===== src/rtl/lspwm_pkg.sv =====
package lspwm_pkg;
   // Width needed to hold the reference, the carrier stack, and signed margin.
   function automatic int calc_val_w(int ref_w, int cnt_w, int levels);
      int stack_w;
      stack_w = cnt_w + $clog2(levels) + 1;
      return ((ref_w > stack_w) ? ref_w : stack_w) + 2;
   endfunction
endpackage


===== src/rtl/lspwm_tri_counter.sv =====
module lspwm_tri_counter #(
   parameter int CNT_W = 10
) (
   input  logic             clk,
   input  logic             rst_n,
   input  logic             en,
   input  logic [CNT_W-1:0] peak_eff,
   output logic [CNT_W-1:0] tri_val
);
   logic             going_up;
   logic [CNT_W-1:0] top_val;

   assign top_val = peak_eff - CNT_W'(1);

   always_ff @(posedge clk or negedge rst_n) begin
      if (!rst_n) begin
         tri_val  <= '0;
         going_up <= 1'b1;
      end else if (!en) begin
         tri_val  <= '0;
         going_up <= 1'b1;
      end else if (going_up) begin
         if (tri_val >= top_val) going_up <= 1'b0;       // pause one clock at the top
         else                    tri_val  <= tri_val + CNT_W'(1);
      end else begin
         if (tri_val == '0) going_up <= 1'b1;            // pause one clock at the bottom
         else               tri_val  <= tri_val - CNT_W'(1);
      end
   end
endmodule


===== src/rtl/lspwm_ref_limit.sv =====
module lspwm_ref_limit #(
   parameter int REF_W  = 16,
   parameter int VAL_W  = 18,
   parameter int LEVELS = 5
) (
   input  logic signed [REF_W-1:0] ref_in,
   input  logic signed [VAL_W-1:0] peak_v,
   output logic signed [VAL_W-1:0] half_span,
   output logic signed [VAL_W-1:0] ref_sat
);
   localparam int HALF_CAR = (LEVELS - 1) / 2;
   localparam logic signed [VAL_W-1:0] HALF_CAR_V = VAL_W'(HALF_CAR);

   logic signed [VAL_W-1:0] ref_ext;

   assign ref_ext   = VAL_W'(ref_in);
   assign half_span = HALF_CAR_V * peak_v;

   always_comb begin
      if (ref_ext > half_span)       ref_sat = half_span;
      else if (ref_ext < -half_span) ref_sat = -half_span;
      else                           ref_sat = ref_ext;
   end
endmodule


===== src/rtl/lspwm_band_cmp.sv =====
module lspwm_band_cmp #(
   parameter int VAL_W = 18,
   parameter int NCAR  = 4
) (
   input  logic signed [VAL_W-1:0] ref_sat,
   input  logic signed [VAL_W-1:0] peak_v,
   input  logic signed [VAL_W-1:0] half_span,
   input  logic signed [VAL_W-1:0] tri_v,
   output logic        [NCAR-1:0]  hit
);
   logic signed [VAL_W-1:0] base;

   assign base = tri_v - half_span;

   for (genvar k = 0; k < NCAR; k++) begin : g_band
      localparam logic signed [VAL_W-1:0] K_V = VAL_W'(k);
      logic signed [VAL_W-1:0] carrier;
      assign carrier = K_V * peak_v + base;
      assign hit[k]  = ref_sat > carrier;
   end
endmodule


===== src/rtl/lspwm_modulator.sv =====
module lspwm_modulator #(
   parameter int LEVELS = 5,
   parameter int REF_W  = 16,
   parameter int CNT_W  = 10,
   localparam int NCAR  = LEVELS - 1,
   localparam int LVL_W = $clog2(LEVELS)
) (
   input  logic                    clk,
   input  logic                    rst_n,
   input  logic                    en,
   input  logic signed [REF_W-1:0] ref_in,
   input  logic        [CNT_W-1:0] carrier_peak,
   output logic        [NCAR-1:0]  sw_on,
   output logic        [LVL_W-1:0] level
);
   localparam int VAL_W = lspwm_pkg::calc_val_w(REF_W, CNT_W, LEVELS);

   if (LEVELS < 3 || (LEVELS % 2) == 0) begin : g_bad_levels
      $error("lspwm_modulator: LEVELS must be odd and at least 3");
   end
   if (REF_W < 2 || CNT_W < 1) begin : g_bad_widths
      $error("lspwm_modulator: REF_W >= 2 and CNT_W >= 1 required");
   end

   logic        [CNT_W-1:0] peak_eff;
   logic        [CNT_W-1:0] tri_val;
   logic signed [VAL_W-1:0] peak_v, tri_v, half_span, ref_sat;
   logic        [NCAR-1:0]  hit;
   logic        [LVL_W-1:0] level_c;

   assign peak_eff = (carrier_peak == '0) ? CNT_W'(1) : carrier_peak;
   assign peak_v   = VAL_W'(peak_eff);
   assign tri_v    = VAL_W'(tri_val);

   lspwm_tri_counter #(.CNT_W(CNT_W)) u_tri (
      .clk      (clk),
      .rst_n    (rst_n),
      .en       (en),
      .peak_eff (peak_eff),
      .tri_val  (tri_val)
   );

   lspwm_ref_limit #(.REF_W(REF_W), .VAL_W(VAL_W), .LEVELS(LEVELS)) u_lim (
      .ref_in    (ref_in),
      .peak_v    (peak_v),
      .half_span (half_span),
      .ref_sat   (ref_sat)
   );

   lspwm_band_cmp #(.VAL_W(VAL_W), .NCAR(NCAR)) u_cmp (
      .ref_sat   (ref_sat),
      .peak_v    (peak_v),
      .half_span (half_span),
      .tri_v     (tri_v),
      .hit       (hit)
   );

   always_comb begin
      level_c = '0;
      for (int k = 0; k < NCAR; k++) level_c = level_c + LVL_W'(hit[k]);
   end

   always_ff @(posedge clk or negedge rst_n) begin
      if (!rst_n) begin
         sw_on <= '0;
         level <= '0;
      end else if (!en) begin
         sw_on <= '0;
         level <= '0;
      end else begin
         sw_on <= hit;
         level <= level_c;
      end
   end
endmodule


===== config.mk =====
export PLATFORM = sky130hd
export DESIGN_NAME = lspwm_modulator
export DESIGN_NICKNAME = d
export VERILOG_FILES = /design/src/rtl/lspwm_pkg.sv /design/src/rtl/lspwm_tri_counter.sv /design/src/rtl/lspwm_ref_limit.sv /design/src/rtl/lspwm_band_cmp.sv /design/src/rtl/lspwm_modulator.sv
export SDC_FILE = /design/constraint.sdc
export NUM_CORES = 1
export LEC_CHECK = 0
export ABC_AREA = 1
export CAP_MARGIN = 10
export CORE_UTILIZATION = 43
export DETAILED_ROUTE_END_ITERATION = 8
export GPL_TIMING_DRIVEN = 1
export SETUP_SLACK_MARGIN = 0.02
export SLEW_MARGIN = 15
export SYNTH_ARGS = -nofsm -noshare
export SYNTH_HDL_FRONTEND = slang
export SYNTH_SLANG_ARGS = --single-unit
export TNS_END_PERCENT = 50

===== constraint.sdc =====
create_clock -name clk -period 10.1 [get_ports clk]
set_input_delay 2.02 -clock clk [delete_from_list [all_inputs] [get_ports clk]]
set_output_delay 2.02 -clock clk [all_outputs]
set_load 0.02 [all_outputs]

== Word level (Yosys, flattened, before mapping) ==
Cells that the tools add are included.
Word-level totals
  logic and storage cells: 41
  bits in registers: 18
  memory bits (read-only): 0
  memories kept: 0
  bits in latches: 0
  RAM bits: 0
  output and inout port bits: 7
Operators by class
  $mul: 1
  reduce and logical (&&, ||, !) cells: 3
  shifts and indexed selects: 0
  bitwise gates (word level): 0
  magnitude comparators: 7
  $add $sub $neg: 11
  div/mod/pow operators: 0
  mux-type cells: 13
  equality and inequality tests: 2
Operator list (number)
  $gt 18x18->1: 4
  $mux 10: 5
  $mux 18: 2
  $logic_not 10->1: 2
  $sub 10x1->10 const B: 2
  $add 11x18->18: 1
  $add 12x18->18: 1
  $add 18x18->18: 1
  $lt 16x18->1: 1
  $neg 11->18: 1
  $gt 16x12->1: 1
  $mul 2x10->12 const A: 1
  $sub 10x11->12: 1
  $add 10x1->10 const B: 1
  $ge 10x10->1: 1
  $mux 1: 4
  $mux 4: 1
  $add 2x1->3: 1
  $add 3x1->3: 1
  $mux 3: 1
  $ne 3x2->1 const B: 1
  $ne 3x3->1 const B: 1
  $add 1x1->2: 1
  $reduce_and 2->1: 1

== Depth between registers and ports, before layout ==
  depth after elaboration: 11
  gate-level depth with buffers: 46

== By module ==
Synthesis repeated with hierarchy kept, for this count alone.
Unflattened totals
  cells, all modules: 1444
  area, all modules: 9277.6 um2
By module, submodules not included
  lspwm_band_cmp: cells an instance 833, area each 5579.1 um2, instances 1
  lspwm_ref_limit: cells an instance 350, area each 1964.4 um2, instances 1
  lspwm_tri_counter: cells an instance 219, area each 1382.6 um2, instances 1
  lspwm_modulator: cells an instance 42, area each 351.6 um2, instances 1

== Least setup slack after synthesis ==
No wires, ideal clock.
  path type: in2reg
  start point: in carrier_peak[6]
  end point: reg level[1]
  path buffers: 1
  arrival: 8053 ps
  cell stages on the path: 41
  path slack: 1933 ps
  required time: 9987 ps
  cell sequence: inv_1 > ha_1 > nand2_1 > inv_1 > nand4_2 > inv_1 > nor2_1 > inv_1 > ha_1 > inv_1 > fa_1 > nand3_1 > nand2_1 > a21oi_1 > o21bai_1 > a21oi_1 > o21bai_1 > nand2_1 > (+5 left out) > nand2_1 > ha_1 > nand4_1 > nor3_1 > nand3_1 > nand2_1 > nand2_1 > nor2_1 > nor2_1 > nand2_1 > nand2_1 > nand3_1 > inv_1 > fa_1 > ha_1 > ha_1 > nand2_1 > inv_1
On the way
  cells in the longest elaborated chain, start to end: 11
RTL lines
  start, declared: RTL line lspwm_modulator.sv:12  | input logic [CNT_W-1:0] carrier_peak,
  $logic_not 10->1: RTL line lspwm_modulator.sv:31  | assign peak_eff = (carrier_peak == '0) ? CNT_W'(1) : carrier_peak;
  $mux 10 (*): RTL line lspwm_modulator.sv:31
  branches (longest 7 deep; another with $add 18x18->18)
  $add 3x1->3 (*): RTL line lspwm_modulator.sv:60  | for (int k = 0; k < NCAR; k++) level_c = level_c + LVL_W'(hit[k]);
  $mux 3 (*): RTL line lspwm_modulator.sv:67  | end else if (!en) begin
  end signal, assigned: RTL line lspwm_modulator.sv:72  | level <= level_c;
  end, declared: RTL line lspwm_modulator.sv:14  | output logic [LVL_W-1:0] level
Mark *: on every way between the ends.
A chain may end at the register's enable or synchronous reset.

== Final worst setup path ==
  start point: in carrier_peak[8]
  end point: reg level[1]
Same word-level chain as after synthesis.

==> results.yml <==
clock_tree:
  cts_tree: "done"
  clock-sinks: 18
  cts_root_buf: "clkbuf_16"
  h-tree-depth: 1
  cts_made_buffers: 3
  clock_tree.buffer_depth: 2
  clk_pin_slew_ns: 0.05
  clk_latency_ns: 0.25
  cts-hold-fix-buffers: 0
  cts_resized: 0
  cts_setup_buffers: 0
min_path:
  worstHoldEndpoint: "u_tri.tri_val[5]$_DFFE_PN0P_"
  worstHoldPathCells: 2
  worstHoldPathType: "reg2reg"
  hp-start: "u_tri.tri_val[5]$_DFFE_PN0P_"
floorplanning:
  rows: 45
  die_y_um: 128
  coreArea_mm2: 0.0153
  die_area_mm2: 0.0163
  pin_count: 36
  start_util_pct: 44.2
  fp.dieW_um: 128
critical_path:
  rr_endpoint: "level[1]$_DFF_PN0_"
  crit_path_start_kind: "primary input"
  crit_path_max_incr_delay_ns: 0.48
  critPathSlowestCell: "fa_1"
  reg2reg_from: "u_tri.tri_val[1]$_DFFE_PN0P_"
  cp_data_required_time_ns: 10.25
  worstPathArrival_ns: 9.37
  crit_fanout: 7
  ff2ff_setup_slack_ns: 3.56
  r2r_cells: 33
  endpoint_kind: "register"
  worstSetupPathType: "in2reg"
sta:
  clock_skew_ns: 0.00109
  hold_ws_ns: 0.648
  fmax_mhz: 108
  slew_headroom_pct: 41.1
  period_needed_ns: 9.22
  worst_pin_slew_ns: 0.875
  hold_viol_final: 0
  setup_tns_ns: 0
  finalCritPeriodShare_pct: 91.3
  setup_viol: 0
  maxSlewViolCount: 0
  rsz0062_at_grt: "no"
cells_and_area:
  antenna_cells: 0
  seq_area_um2: 452
  syn_to_final_growth_pct: 11.0
  multi_input_area_mm2: 0.00569
  fill_cells: 1612
  nets: 1261
  utilization_pct: 49.1
  drive_above_1_share_pct: 4.71
power_and_ir_drop:
  power.net_switching_mw: 0.653
  seqPwrFrac_pct: 9.3
  p_clk_share_pct: 7.5
  power_switching_share_pct: 55.4
  leakagePower_nw: 4.28
  power.density_mw_per_mm2: 157
  power_frac_comb_pct: 83.1
  peakVddDrop_uv: 134
  p_int_mw: 0.525
drt:
  dr.pass1.iters: 5
  avgRoutedWirePerCell_um: 15.1
  ant_nets: 0
  drc: 0
  drtIter0Drc: 355
  wl_mm: 19.2
  via_per_inst: 5.21
  vias: 6627
synthesis:
  synth.most_common_cell: "nand2_1"
  synth.distinct_cells: 45
  ys_top_cells_by_area: "ha_1, nand2_1, inv_1"
  syn_area_mm2: 0.00677
  yosysWarningCount: 0
  synth_top_area_cell: "ha_1"
  yosysSeqAreaShare_pct: 6.67
  syn_area_per_cell_um2: 6.65
  synth_common_cells: "nand2_1, ha_1, inv_1"
  synth_edf_count: 0
  synth_fp_nets: 1218
  synth_async_sr_flop_share_pct: 100
  synthCells: 1019
  ys_seq_elements: 18
  yosys.area.top_type_share_pct: 30.3
  synthFlopType: "dfrtp_1"
placement:
  io_buffer_count: 35
  dp_hpwl_mm: 16.8
  routabilityCongestion: 0.912
status:
  status: "completed"
run:
  drv_cap: 0
global_route:
  antenna_found_initial: 0
  track_usage_pct: 24.0
  grt_start_max_net_pins: 19
  grt_overflow: 0
  grt_pass1_vias: 6266
  grt_pass1_wl_mm: 30.9
-- cell type report --
| type | instances | area share [%] |
|---|---|---|
| tap | 211 | 3.51 |
| timing repair buffer | 44 | 5.56 |
| clock buffer | 4 | 1.18 |
| sequential | 18 | 6.01 |
| multi-input combinational | 833 | 75.7 |
| inverter | 162 | 8.09 |
-- registers in the layout, indices dropped and copies added, names as in the netlist --
register	flops
u_tri.tri_val	10
sw_on	4
level	3
u_tri.going_up	1
-- cell usage in the layout (no fill, tap or decap), types with 2 or more instances in the layout --
cell type        instances
o21bai_1                16
xnor2_1                 15
nand2_1                218
nand2_2                  9
clkdlybuf4s50_1         35
nand3_4                  2
o22ai_1                  5
dfrtp_1                 17
a21oi_1                 75
nor2_2                   2
xor2_1                  57
a211oi_1                 3
nand3_1                 79
a21o_1                   6
o211ai_1                 5
nor4_1                   3
a2111oi_0                2
nor3_1                   6
clkbuf_16                3
nor2_1                  73
nand3_2                  9
inv_1                  158
o21ai_1                  2
o21ai_0                 37
fa_1                     6
inv_2                    4
nand2_4                  4
nand3b_1                 6
nor2_4                   2
nand4_1                 11
buf_4                    9
nor3_2                   2
or2_0                    2
ha_1                   164
a21boi_1                 2
o31ai_1                  2
-- critical path: cells and delay by family --
kind | cells | cell delay, ns
fa+ha+maj | 8 | 2.57
compound gates | 7 | 1.43
buf+inv | 8 | 1.26
simple gates | 15 | 1.68
xor+xnor | 1 | 0.43
-- worst max-delay path by stage --
stage	cells past startpoint	slack [ns]	end	from
after CTS	41	0.87	level[1]$_DFF_PN0_	carrier_peak[8]
after detailed placement	41	0.63	level[1]$_DFF_PN0_	carrier_peak[8]
after global placement	41	0.76	level[1]$_DFF_PN0_	carrier_peak[8]
final	39	0.88	level[1]$_DFF_PN0_	carrier_peak[8]
after global routing	43	0.22	level[1]$_DFF_PN0_	carrier_peak[4]
after floorplan	41	1.93	level[1]$_DFF_PN0_	carrier_peak[6]
-- routing by layer --
metal	vias up	routed length [um]	part of all wire, %	global-route usage, %
li1	3475	-	-	-
met1	2982	9500	49	33.2
met2	149	8470	44	40.5
met3	21	814	4.2	1.26
met4	0	431	2.2	6.02
met5	-	0	0	0
-- logic make-up (layout without fill, tap and decap cells) --
| family | after synthesis | count (layout) | synth area share, % |
|---|---|---|---|
| and+or+nand+nor | 432 | 432 | 29.2 |
| adders and majority gates | 170 | 170 | 32.1 |
| buffers and inverters | 168 | 210 | 9.35 |
| AOI/OAI and AO/OA | 159 | 159 | 13.4 |
| xor gates and xnor gates | 72 | 72 | 9.31 |
| DFF | 18 | 18 | 6.67 |
-- metrics by stage --
step	total power [mW]	cell area [um^2]	instances	worst slack, ns
after floorplan	0.823	6770	1019	1.93
after global placement	1.08	7430	1268	0.762
after detailed placement	1.08	7430	1268	0.627
after CTS	1.18	7520	1272	0.866
after global routing	1.31	7520	1272	0.219
final	1.18	7520	1272	0.876
-- power by group through the flow --
| stage | clock (mW) | combinational [mW] | sequential, mW |
|---|---|---|---|
| detailed placement | 0 | 0.971 | 0.110 |
| global placement | 0 | 0.967 | 0.112 |
| floorplan | 0 | 0.706 | 0.117 |
| CTS | 0.0891 | 0.977 | 0.110 |
| global route | 0.0919 | 1.11 | 0.112 |
| finish | 0.0889 | 0.980 | 0.110 |
(Power assumes the default switching activity.)
